**src/rtl/rxf_pkg.sv**
```systemverilog
package rxf_pkg;
  localparam int ADDR_W  = 48;
  localparam int OCTET_W = 8;
  localparam int N_OCTET = ADDR_W / OCTET_W;
  localparam int CRC_W   = 32;
  localparam logic [CRC_W-1:0] CRC_POLY = 32'hEDB88320;

  typedef struct packed {
    logic promisc;
    logic pass_bcast;
    logic mc_all;
    logic mc_hash;
    logic uc_hash;
    logic pass_ctrl;
    logic pass_bad;
  } rxf_mode_t;

  typedef enum logic [1:0] {
    CLS_UCAST = 2'd0,
    CLS_MCAST = 2'd1,
    CLS_BCAST = 2'd2
  } rxf_class_e;

  // Ethernet-order CRC: first octet is the top byte, each octet LSB first.
  function automatic logic [CRC_W-1:0] rxf_crc(input logic [ADDR_W-1:0] a);
    logic [CRC_W-1:0] c;
    logic             fb;
    c = '1;
    for (int o = 0; o < N_OCTET; o++) begin
      for (int b = 0; b < OCTET_W; b++) begin
        fb = c[0] ^ a[ADDR_W - OCTET_W*(o+1) + b];
        c  = c >> 1;
        if (fb) c = c ^ CRC_POLY;
      end
    end
    return c;
  endfunction
endpackage

```
**src/rtl/rxf_hash_index.sv**
```systemverilog
module rxf_hash_index
  import rxf_pkg::*;
#(
  parameter int HASH_W = 6
) (
  input  logic [ADDR_W-1:0] addr,
  output logic [HASH_W-1:0] index
);
  logic [CRC_W-1:0] crc;

  always_comb begin
    crc   = rxf_crc(addr);
    index = crc[CRC_W-1 -: HASH_W];
  end
endmodule

```
**src/rtl/rxf_classify.sv**
```systemverilog
module rxf_classify
  import rxf_pkg::*;
(
  input  logic [ADDR_W-1:0] addr,
  input  logic [ADDR_W-1:0] station,
  output rxf_class_e        cls,
  output logic              station_hit
);
  localparam int GROUP_BIT = ADDR_W - OCTET_W;

  always_comb begin
    if (&addr)               cls = CLS_BCAST;
    else if (addr[GROUP_BIT]) cls = CLS_MCAST;
    else                     cls = CLS_UCAST;
    station_hit = (addr == station);
  end
endmodule

```
**src/rtl/rxf_decide.sv**
```systemverilog
module rxf_decide
  import rxf_pkg::*;
(
  input  rxf_class_e cls,
  input  logic       station_hit,
  input  logic       hash_hit,
  input  logic       is_ctrl,
  input  logic       is_err,
  input  rxf_mode_t  mode,
  output logic       accept
);
  logic addr_ok;
  logic ctrl_ok;
  logic err_ok;

  always_comb begin
    unique case (cls)
      CLS_BCAST: addr_ok = mode.pass_bcast;
      CLS_MCAST: addr_ok = mode.mc_all | (mode.mc_hash & hash_hit);
      default:   addr_ok = station_hit | (mode.uc_hash & hash_hit);
    endcase
    ctrl_ok = ~is_ctrl | mode.pass_ctrl;
    err_ok  = ~is_err | mode.pass_bad;
    accept  = err_ok & (mode.promisc | (addr_ok & ctrl_ok));
  end
endmodule

```
**src/rtl/rx_addr_filter.sv**
```systemverilog
module rx_addr_filter
  import rxf_pkg::*;
#(
  parameter int HASH_W = 6,
  localparam int BINS  = 1 << HASH_W
) (
  input  logic              clk,
  input  logic              rst_n,
  input  logic              da_valid,
  input  logic [ADDR_W-1:0] da_addr,
  input  logic              da_ctrl,
  input  logic              da_err,
  input  logic [ADDR_W-1:0] cfg_station,
  input  logic [BINS-1:0]   cfg_hash,
  input  logic              cfg_promisc,
  input  logic              cfg_pass_bcast,
  input  logic              cfg_mc_all,
  input  logic              cfg_mc_hash,
  input  logic              cfg_uc_hash,
  input  logic              cfg_pass_ctrl,
  input  logic              cfg_pass_bad,
  output logic              dec_valid,
  output logic              dec_accept
);
  rxf_mode_t         mode;
  rxf_class_e        cls;
  logic [HASH_W-1:0] bin;
  logic              station_hit;
  logic              hash_hit;
  logic              accept_c;

  assign mode = '{promisc:    cfg_promisc,
                  pass_bcast: cfg_pass_bcast,
                  mc_all:     cfg_mc_all,
                  mc_hash:    cfg_mc_hash,
                  uc_hash:    cfg_uc_hash,
                  pass_ctrl:  cfg_pass_ctrl,
                  pass_bad:   cfg_pass_bad};

  rxf_hash_index #(.HASH_W(HASH_W)) u_hash (
    .addr  (da_addr),
    .index (bin)
  );

  rxf_classify u_cls (
    .addr        (da_addr),
    .station     (cfg_station),
    .cls         (cls),
    .station_hit (station_hit)
  );

  assign hash_hit = cfg_hash[bin];

  rxf_decide u_dec (
    .cls         (cls),
    .station_hit (station_hit),
    .hash_hit    (hash_hit),
    .is_ctrl     (da_ctrl),
    .is_err      (da_err),
    .mode        (mode),
    .accept      (accept_c)
  );

  always_ff @(posedge clk or negedge rst_n) begin
    if (!rst_n) begin
      dec_valid  <= 1'b0;
      dec_accept <= 1'b0;
    end else begin
      dec_valid  <= da_valid;
      dec_accept <= da_valid & accept_c;
    end
  end

  // one decision per strobe, one cycle later
  a_r1_valid_follows: assert property (@(posedge clk) disable iff (!rst_n)
    da_valid |=> dec_valid);
  a_r1_no_spurious: assert property (@(posedge clk) disable iff (!rst_n)
    !da_valid |=> !dec_valid);
  // accept only qualified by valid
  a_r2_accept_gated: assert property (@(posedge clk) disable iff (!rst_n)
    dec_accept |-> dec_valid);
  // damaged frames dropped unless passed
  a_r3_bad_dropped: assert property (@(posedge clk) disable iff (!rst_n)
    (da_valid && da_err && !cfg_pass_bad) |=> !dec_accept);
  // promiscuous keeps every clean frame
  a_r4_promisc_keeps: assert property (@(posedge clk) disable iff (!rst_n)
    (da_valid && cfg_promisc && !da_err) |=> dec_accept);
  // broadcast drop when not passed
  a_r5_bcast_drop: assert property (@(posedge clk) disable iff (!rst_n)
    (da_valid && (&da_addr) && !cfg_promisc && !cfg_pass_bcast) |=> !dec_accept);
  // control frames dropped unless passed
  a_r10_ctrl_drop: assert property (@(posedge clk) disable iff (!rst_n)
    (da_valid && da_ctrl && !cfg_pass_ctrl && !cfg_promisc) |=> !dec_accept);
endmodule

```
**config.mk**
```make
export PLATFORM = sky130hd
export DESIGN_NAME = rx_addr_filter
export DESIGN_NICKNAME = d
export VERILOG_FILES = /design/src/rtl/rxf_pkg.sv /design/src/rtl/rxf_hash_index.sv /design/src/rtl/rxf_classify.sv /design/src/rtl/rxf_decide.sv /design/src/rtl/rx_addr_filter.sv
export SDC_FILE = /design/constraint.sdc
export NUM_CORES = 1
export LEC_CHECK = 0
export CAP_MARGIN = 10
export CORE_UTILIZATION = 29
export DETAILED_ROUTE_END_ITERATION = 6
export MAX_ROUTING_LAYER = met4
export PLACE_DENSITY = 0.59
export SLEW_MARGIN = 25
export SYNTH_ARGS = -nofsm -noshare
export SYNTH_HDL_FRONTEND = slang
export SYNTH_HIERARCHICAL = 1
export SYNTH_SLANG_ARGS = --single-unit
```
**constraint.sdc**
```tcl
create_clock -name clk -period 0.8 [get_ports clk]
set_clock_uncertainty 0.2 [all_clocks]
set_input_delay 0.12 -clock clk [delete_from_list [all_inputs] [get_ports clk]]
set_output_delay 0.12 -clock clk [all_outputs]
set_load 0.1 [all_outputs]
```
# Word-level counts from Yosys, hierarchy flattened

Index checks and enable logic that the tools add are counted.

$lt $le $gt $ge: 1
Equal/unequal tests: 3
Multiplexer cells: 53
Bitwise operators: 106
Reductions and logical operators: 1

Operators with widths:

| operator                                             | count |
|---|---|
| two-way mux 32 bit                                   | 48 |
| NOT 13 -> 14 bit                                     | 47 |
| equality test 48 bit                                 | 1 |
| AND reduction 48 bit                                 | 1 |
| bitwise XOR 1 bit                                    | 47 |
| < comparator 6 x 7 -> 1 bit (second input constant)  | 1 |
| binary-select mux 1 bit (select 6 bit)               | 1 |
| bitwise AND 1 bit                                    | 5 |
| bitwise OR 1 bit                                     | 5 |
| equality test 2 x 1 -> 1 bit (second input constant) | 1 |
| equality test 2 bit (second input constant)          | 1 |
| two-way mux 1 bit                                    | 2 |
| two-way mux 2 bit                                    | 1 |
| NOT 1 bit                                            | 2 |
| case mux 1 bit (2 select lines)                      | 1 |

Register bits after elaboration: 2
Input bits: 172
Output and inout bits: 2
Logic and storage cells: 166

# Longest topological paths before layout

Depth after elaboration: 104
Depth in mapped cells: 20
Gate-level depth less buffers: 17

# By module

The synthesis kept the hierarchy.

By module, submodules not included:

| module         | instances | cells each | area an instance (µm²) | seq. area each (µm²) |
|---|---|---|---|---|
| rxf_hash_index | 1         | 178        | 2386.0                 | 0.0 |
| rx_addr_filter | 1         | 43         | 648.1                  | 50.0 |
| rxf_classify   | 1         | 81         | 639.4                  | 0.0 |
| rxf_decide     | 1         | 13         | 87.6                   | 0.0 |

# Least setup slack after synthesis

No wires, ideal clock.

Path type: in2reg
Start point: input da_addr[43]
End point: register dec_accept
Setup time: 0.119 ns
Arrival: 4.683 ns
Data required time: 0.481 ns
Setup slack: -4.202 ns
Cell stages on the path: 18
Path buffers: 1
Cell sequence: buf_6 > xor3_2 > xnor2_2 > xnor3_2 > xnor3_2 > xor3_2 > xnor2_2 > xnor3_1 > xnor2_1 > mux4_2 > nor3b_1 > nor4_1 > a211oi_1 > a21oi_1 > a21o_2 > a21oi_1 > a311oi_1 > and2_1

Elaborated cells on any way between the ends: 137
Those cells by class: eq/ne: 3; mux: 49; bitwise: 84; reduce/logical: 1

RTL lines:

| element                                                          | RTL line                           | source |
|---|---|---|
| start: declaration                                               | rx_addr_filter.sv:10               | `input logic [ADDR_W-1:0] da_addr,` |
| bitwise XOR 1 bit *                                              | rxf_pkg.sv:31                      | `fb = c[0] ^ a[ADDR_W - OCTET_W*(o+1) + b];` |
| two-way mux 32 bit * (3 in series)                               | rxf_pkg.sv:33                      | `if (fb) c = c ^ CRC_POLY;` |
| NOT 13 -> 14 bit (no line) or two-way mux 32 bit (tied branches) | --                                 |  |
| two-way mux 32 bit * (6 in series)                               | rxf_pkg.sv:33                      |  |
| bitwise XOR 1 bit or two-way mux 32 bit (tied branches)          | rxf_pkg.sv:31, rxf_pkg.sv:33       |  |
| two-way mux 32 bit *                                             | rxf_pkg.sv:33                      |  |
| NOT 13 -> 14 bit (no line), or another cell as far along         | --                                 |  |
| two-way mux 32 bit *                                             | rxf_pkg.sv:33                      |  |
| (+49 left out)                                                   | --                                 |  |
| net bin[2]                                                       | rx_addr_filter.sv:27               | `logic [HASH_W-1:0] bin;` |
| (+2 left out)                                                    | --                                 |  |
| net hash_hit                                                     | rx_addr_filter.sv:29               | `logic hash_hit;` |
| bitwise AND 1 bit, on equally long branches                      | rxf_decide.sv:20, rxf_decide.sv:19 |  |
| bitwise OR 1 bit, on equally long branches                       | rxf_decide.sv:20, rxf_decide.sv:19 |  |
| case mux 1 bit (2 select lines) *                                | rxf_decide.sv:17                   | `unique case (cls)` |
| bitwise AND 1 bit *                                              | rxf_decide.sv:24                   | `accept = err_ok & (mode.promisc \| (addr_ok & ctrl_ok));` |
| bitwise OR 1 bit *                                               | rxf_decide.sv:24                   |  |
| bitwise AND 1 bit *                                              | rxf_decide.sv:24                   |  |
| net accept_c                                                     | rx_addr_filter.sv:30               | `logic accept_c;` |
| bitwise AND 1 bit *                                              | rx_addr_filter.sv:70               | `dec_accept <= da_valid & accept_c;` |
| end signal: assignment                                           | rx_addr_filter.sv:70               |  |
| end: declaration                                                 | rx_addr_filter.sv:23               | `output logic dec_accept` |

Mark *: on every way through the listed nets, which the timed path passes. The select of a mux whose other input is x is not followed.

# Worst setup path after layout

Start point: input da_addr[40]
End point: register dec_accept

Elaborated cells on any way between the ends: 146
Those cells by class: eq/ne: 3; mux: 53; bitwise: 89; reduce/logical: 1

RTL lines:

| element                                                          | RTL line |
|---|---|
| two-way mux 32 bit * (6 in series)                               | rxf_pkg.sv:33 |
| bitwise XOR 1 bit or NOT 13 -> 14 bit (tied branches)            | -- |
| two-way mux 32 bit *                                             | rxf_pkg.sv:33 |
| NOT 13 -> 14 bit (no line) or two-way mux 32 bit (tied branches) | -- |
| two-way mux 32 bit *                                             | rxf_pkg.sv:33 |
| NOT 13 -> 14 bit (no line) or two-way mux 32 bit (tied branches) | -- |
| two-way mux 32 bit * (2 in series)                               | rxf_pkg.sv:33 |
| NOT 13 -> 14 bit (no line) or bitwise XOR 1 bit (tied branches)  | -- |
| (+52 left out)                                                   | -- |
| net bin[2]                                                       | rx_addr_filter.sv:27 |
| (+2 left out)                                                    | -- |
| net hash_hit                                                     | rx_addr_filter.sv:29 |
| bitwise AND 1 bit, on equally long branches                      | rxf_decide.sv:20, rxf_decide.sv:19 |
| bitwise OR 1 bit, on equally long branches                       | rxf_decide.sv:20, rxf_decide.sv:19 |
| case mux 1 bit (2 select lines) *                                | rxf_decide.sv:17 |
| bitwise AND 1 bit *                                              | rxf_decide.sv:24 |
| bitwise OR 1 bit *                                               | rxf_decide.sv:24 |
| bitwise AND 1 bit *                                              | rxf_decide.sv:24 |
| net accept_c                                                     | rx_addr_filter.sv:30 |
| bitwise AND 1 bit *                                              | rx_addr_filter.sv:70 |

Marked as above.

==> metrics <==
worst hold slack=-133 ps; GP Congestion=0.904; initial antenna violation count=0; Post-synth EDFFs=0; Routed Antenna Nets=0; # IOs=174; Vias/cell=4.60; Worst EP required=710 ps; die area=13,400 um^2; Crit path top cell by count=xnor3_2; post-DP HPWL=12,700 um; TritonCTS clock tree=built; failing checks=negative hold slack, negative setup slack; Root Buffer=clkbuf_16; share of cells above drive strength 1=41.5%; LEAKAGE=0.00348 uW; antenna cells=0; Clock Tree Buf Depth=2; commonest cells after routing, fill and taps aside=155 x clkdlybuf4s50_1, 147 x buf_4, 66 x xor2_1, 55 x xnor2_1, 27 x xnor2_2; final setup violation count=3; run status=complete, but fails checks; Initial DRT Pass Iterations=4; DR iter-0 viols=108; initial core utilization=29.8%; clock network power share=1.4%; RSZ-0062 raised after global routing=yes; Post-Route WL=15,300 um; Min-Delay Path Class=input port to async pin; Cells after Synth=315; via count of the first global-routing pass=4,051; Net Sw Frac=36.7%; Avg Cell Area, Syn=11.9 um^2; total CTS buffers=3; synthesized cell area=3760 um^2; most common cell after layout, fill and taps aside=clkdlybuf4s50_1; family with the most delay on the worst path=XOR/XNOR gates; Critical Path Sink Type=register; crit-path cells=dlygate4sd2_1, buf_12, xor2_4, buf_4, xnor3_2, buf_12, xnor2_4, xor2_2, xnor3_1, xnor3_2, xnor3_2, xnor2_4, mux4_2, nor3b_2, nor4_2, a211oi_2, a21oi_2, a21o_2, a21oi_2, a311oi_1, and2_1; worst vdd ir=11,600 uV; Synth top area share=21.0%; die width=116 um; pre-CTS setup slack=-4980 ps; Internal=33,800 uW; Seq pwr share=0.3%; placed cells=779; Reg clk slew, reported paths=30 ps; Pwr Density=7110 nW/um^2; DRC errors left=0; height of the die=116 um; Worst Tran Pin Value=526 ps; number of max-cap violations=0; CP max stage delay=540 ps; slew margin rel.=64.7%; nets@finish=822; Worst EP arrival=4970 ps; Top FF cell, synth=dfrtp_1; Crit-path slowest cell=mux4_2; Port Buffers=173; first-pass GRT wire length=22,200 um; post-synth top area cell=xnor3_1; period utilization=633%; fraction of registers with async set or reset after synthesis=100%; Synth Warn #=6; largest net degree at the start of global routing=9; Yosys reg bits=2; min cycle time layout=5060 ps; CP Buf/Inv Count=4; Final Hold Violating Endpoints=2; Floorplan Core Area=12,600 um^2; # rows=41; sw power=19,600 uW; Final TNS setup=-5020 ps; critical path fanouts, max=6; Synth area leaders=xnor3_1 21%, xnor2_1 19%, xor2_1 17%, mux4_1 5.6%, mux4_2 4.8%; grt total ovfl=0; post-route insts no fill=818; Post-Syn Nets=489; GRT Resource Usage Total=23.1%; Seq/Total Area, Yosys=1.33%; setup ws final=-4260 ps; WS Path Type=input port to register; Sink Count=2; area delta synth->final=99.5%; Synth cell types=41; Combinational Power Share=98.3%; Vias=3,761; Worst Setup Start Kind=input port; max-slew violations=0; H-tree levels=1; highest clock rate=198 MHz; drt wl/cell=18.7 um
==> metal layers <==
layer | part of all wire (%) | global-route usage (%) | vias up
li1 | - | - | 1790
met1 | 38 | 25.1 | 1745
met2 | 50 | 42.5 | 195
met3 | 8.3 | 3.61 | 31
met4 | 4.0 | 8.03 | 0
met5 | 0 | - | -
==> registers in the layout, summed over array words and instances (netlist names) <==
signal and count:
dec_accept 1, dec_valid 1
==> path summary, 6_finish.rpt <==
kind / start / to / slack (ps) / depth (start not counted)
setup / recovery: da_addr[40] / dec_accept / -4260 / 21
hold / removal: rst_n / dec_accept / -130 / 1
max in group asynchronous: rst_n / dec_valid / 390 / 1
min in group clk: da_valid / dec_valid / 180 / 1
==> final cells by class <==
cell class	instances	area, um^2
clock buffers	3	75.1
fillers	1041	5120
inverters	4	15.0
multi-input cells	292	3950
flip-flops and latches	2	57.6
well taps	172	215
repair buffers	345	3190
==> power by group through the flow <==
| stage | clock, uW | combinational (uW) | sequential (uW) |
|---|---|---|---|
| global placement | 0 | 36300 | 129 |
| detailed placement | 0 | 35900 | 130 |
| global route | 770 | 50800 | 134 |
| finish | 751 | 52500 | 135 |
| floorplan | 0 | 31500 | 254 |
| CTS | 766 | 49300 | 136 |
==> cells in the mapped netlist (2+ instances only) <==
cell      number
xnor2_2        6
mux4_2         8
nand2_1        2
dfrtp_1        2
buf_2          6
mux4_1         8
clkbuf_2       2
xnor3_2        4
buf_4          3
xnor2_1       83
ha_1           2
xor3_2         5
inv_1          4
xor3_1         7
a21oi_1        2
buf_6          4
nor4_1        15
mux2i_1       10
xnor3_4        2
nand4_1       15
xor2_1        71
xnor3_1       35
==> cells by family (layout without fill, tap and decap cells) <==
family	count (synthesis)	in the layout	share of synthesized area [%]
AO/OA/AOI/OAI	8	8	1.56
multiplexers	26	26	13.0
adder cells (fa/ha/maj)	2	2	0.665
flip-flops	2	2	1.33
buffers and inverters	21	352	3.89
AND/OR/NAND/NOR	41	41	6.95
XOR/XNOR	215	215	72.6
==> per-stage QoR <==
| stage | area (um^2) | power, uW | util (%) |
|---|---|---|---|
| finish | 7500 | 53400 | 59.5 |
| CTS | 7360 | 50200 | 58.3 |
| detailed placement | 6790 | 36000 | 53.8 |
| global route | 7500 | 51700 | 59.5 |
| floorplan | 3850 | 31800 | - |
| global placement | 6790 | 36400 | 53.8 |
==> timing repair <==
| action | 4_1_cts | 5_1_grt |
|---|---|---|
| hold endpoints to repair | 2 | 2 |
| setup buffers | 31 | 5 |
| pin swaps | 47 | 23 |
| setup endpoints to repair | 3 | 3 |
| resized for setup | 75 | 23 |
No activity file was read; power rests on OpenSTA's default activity.
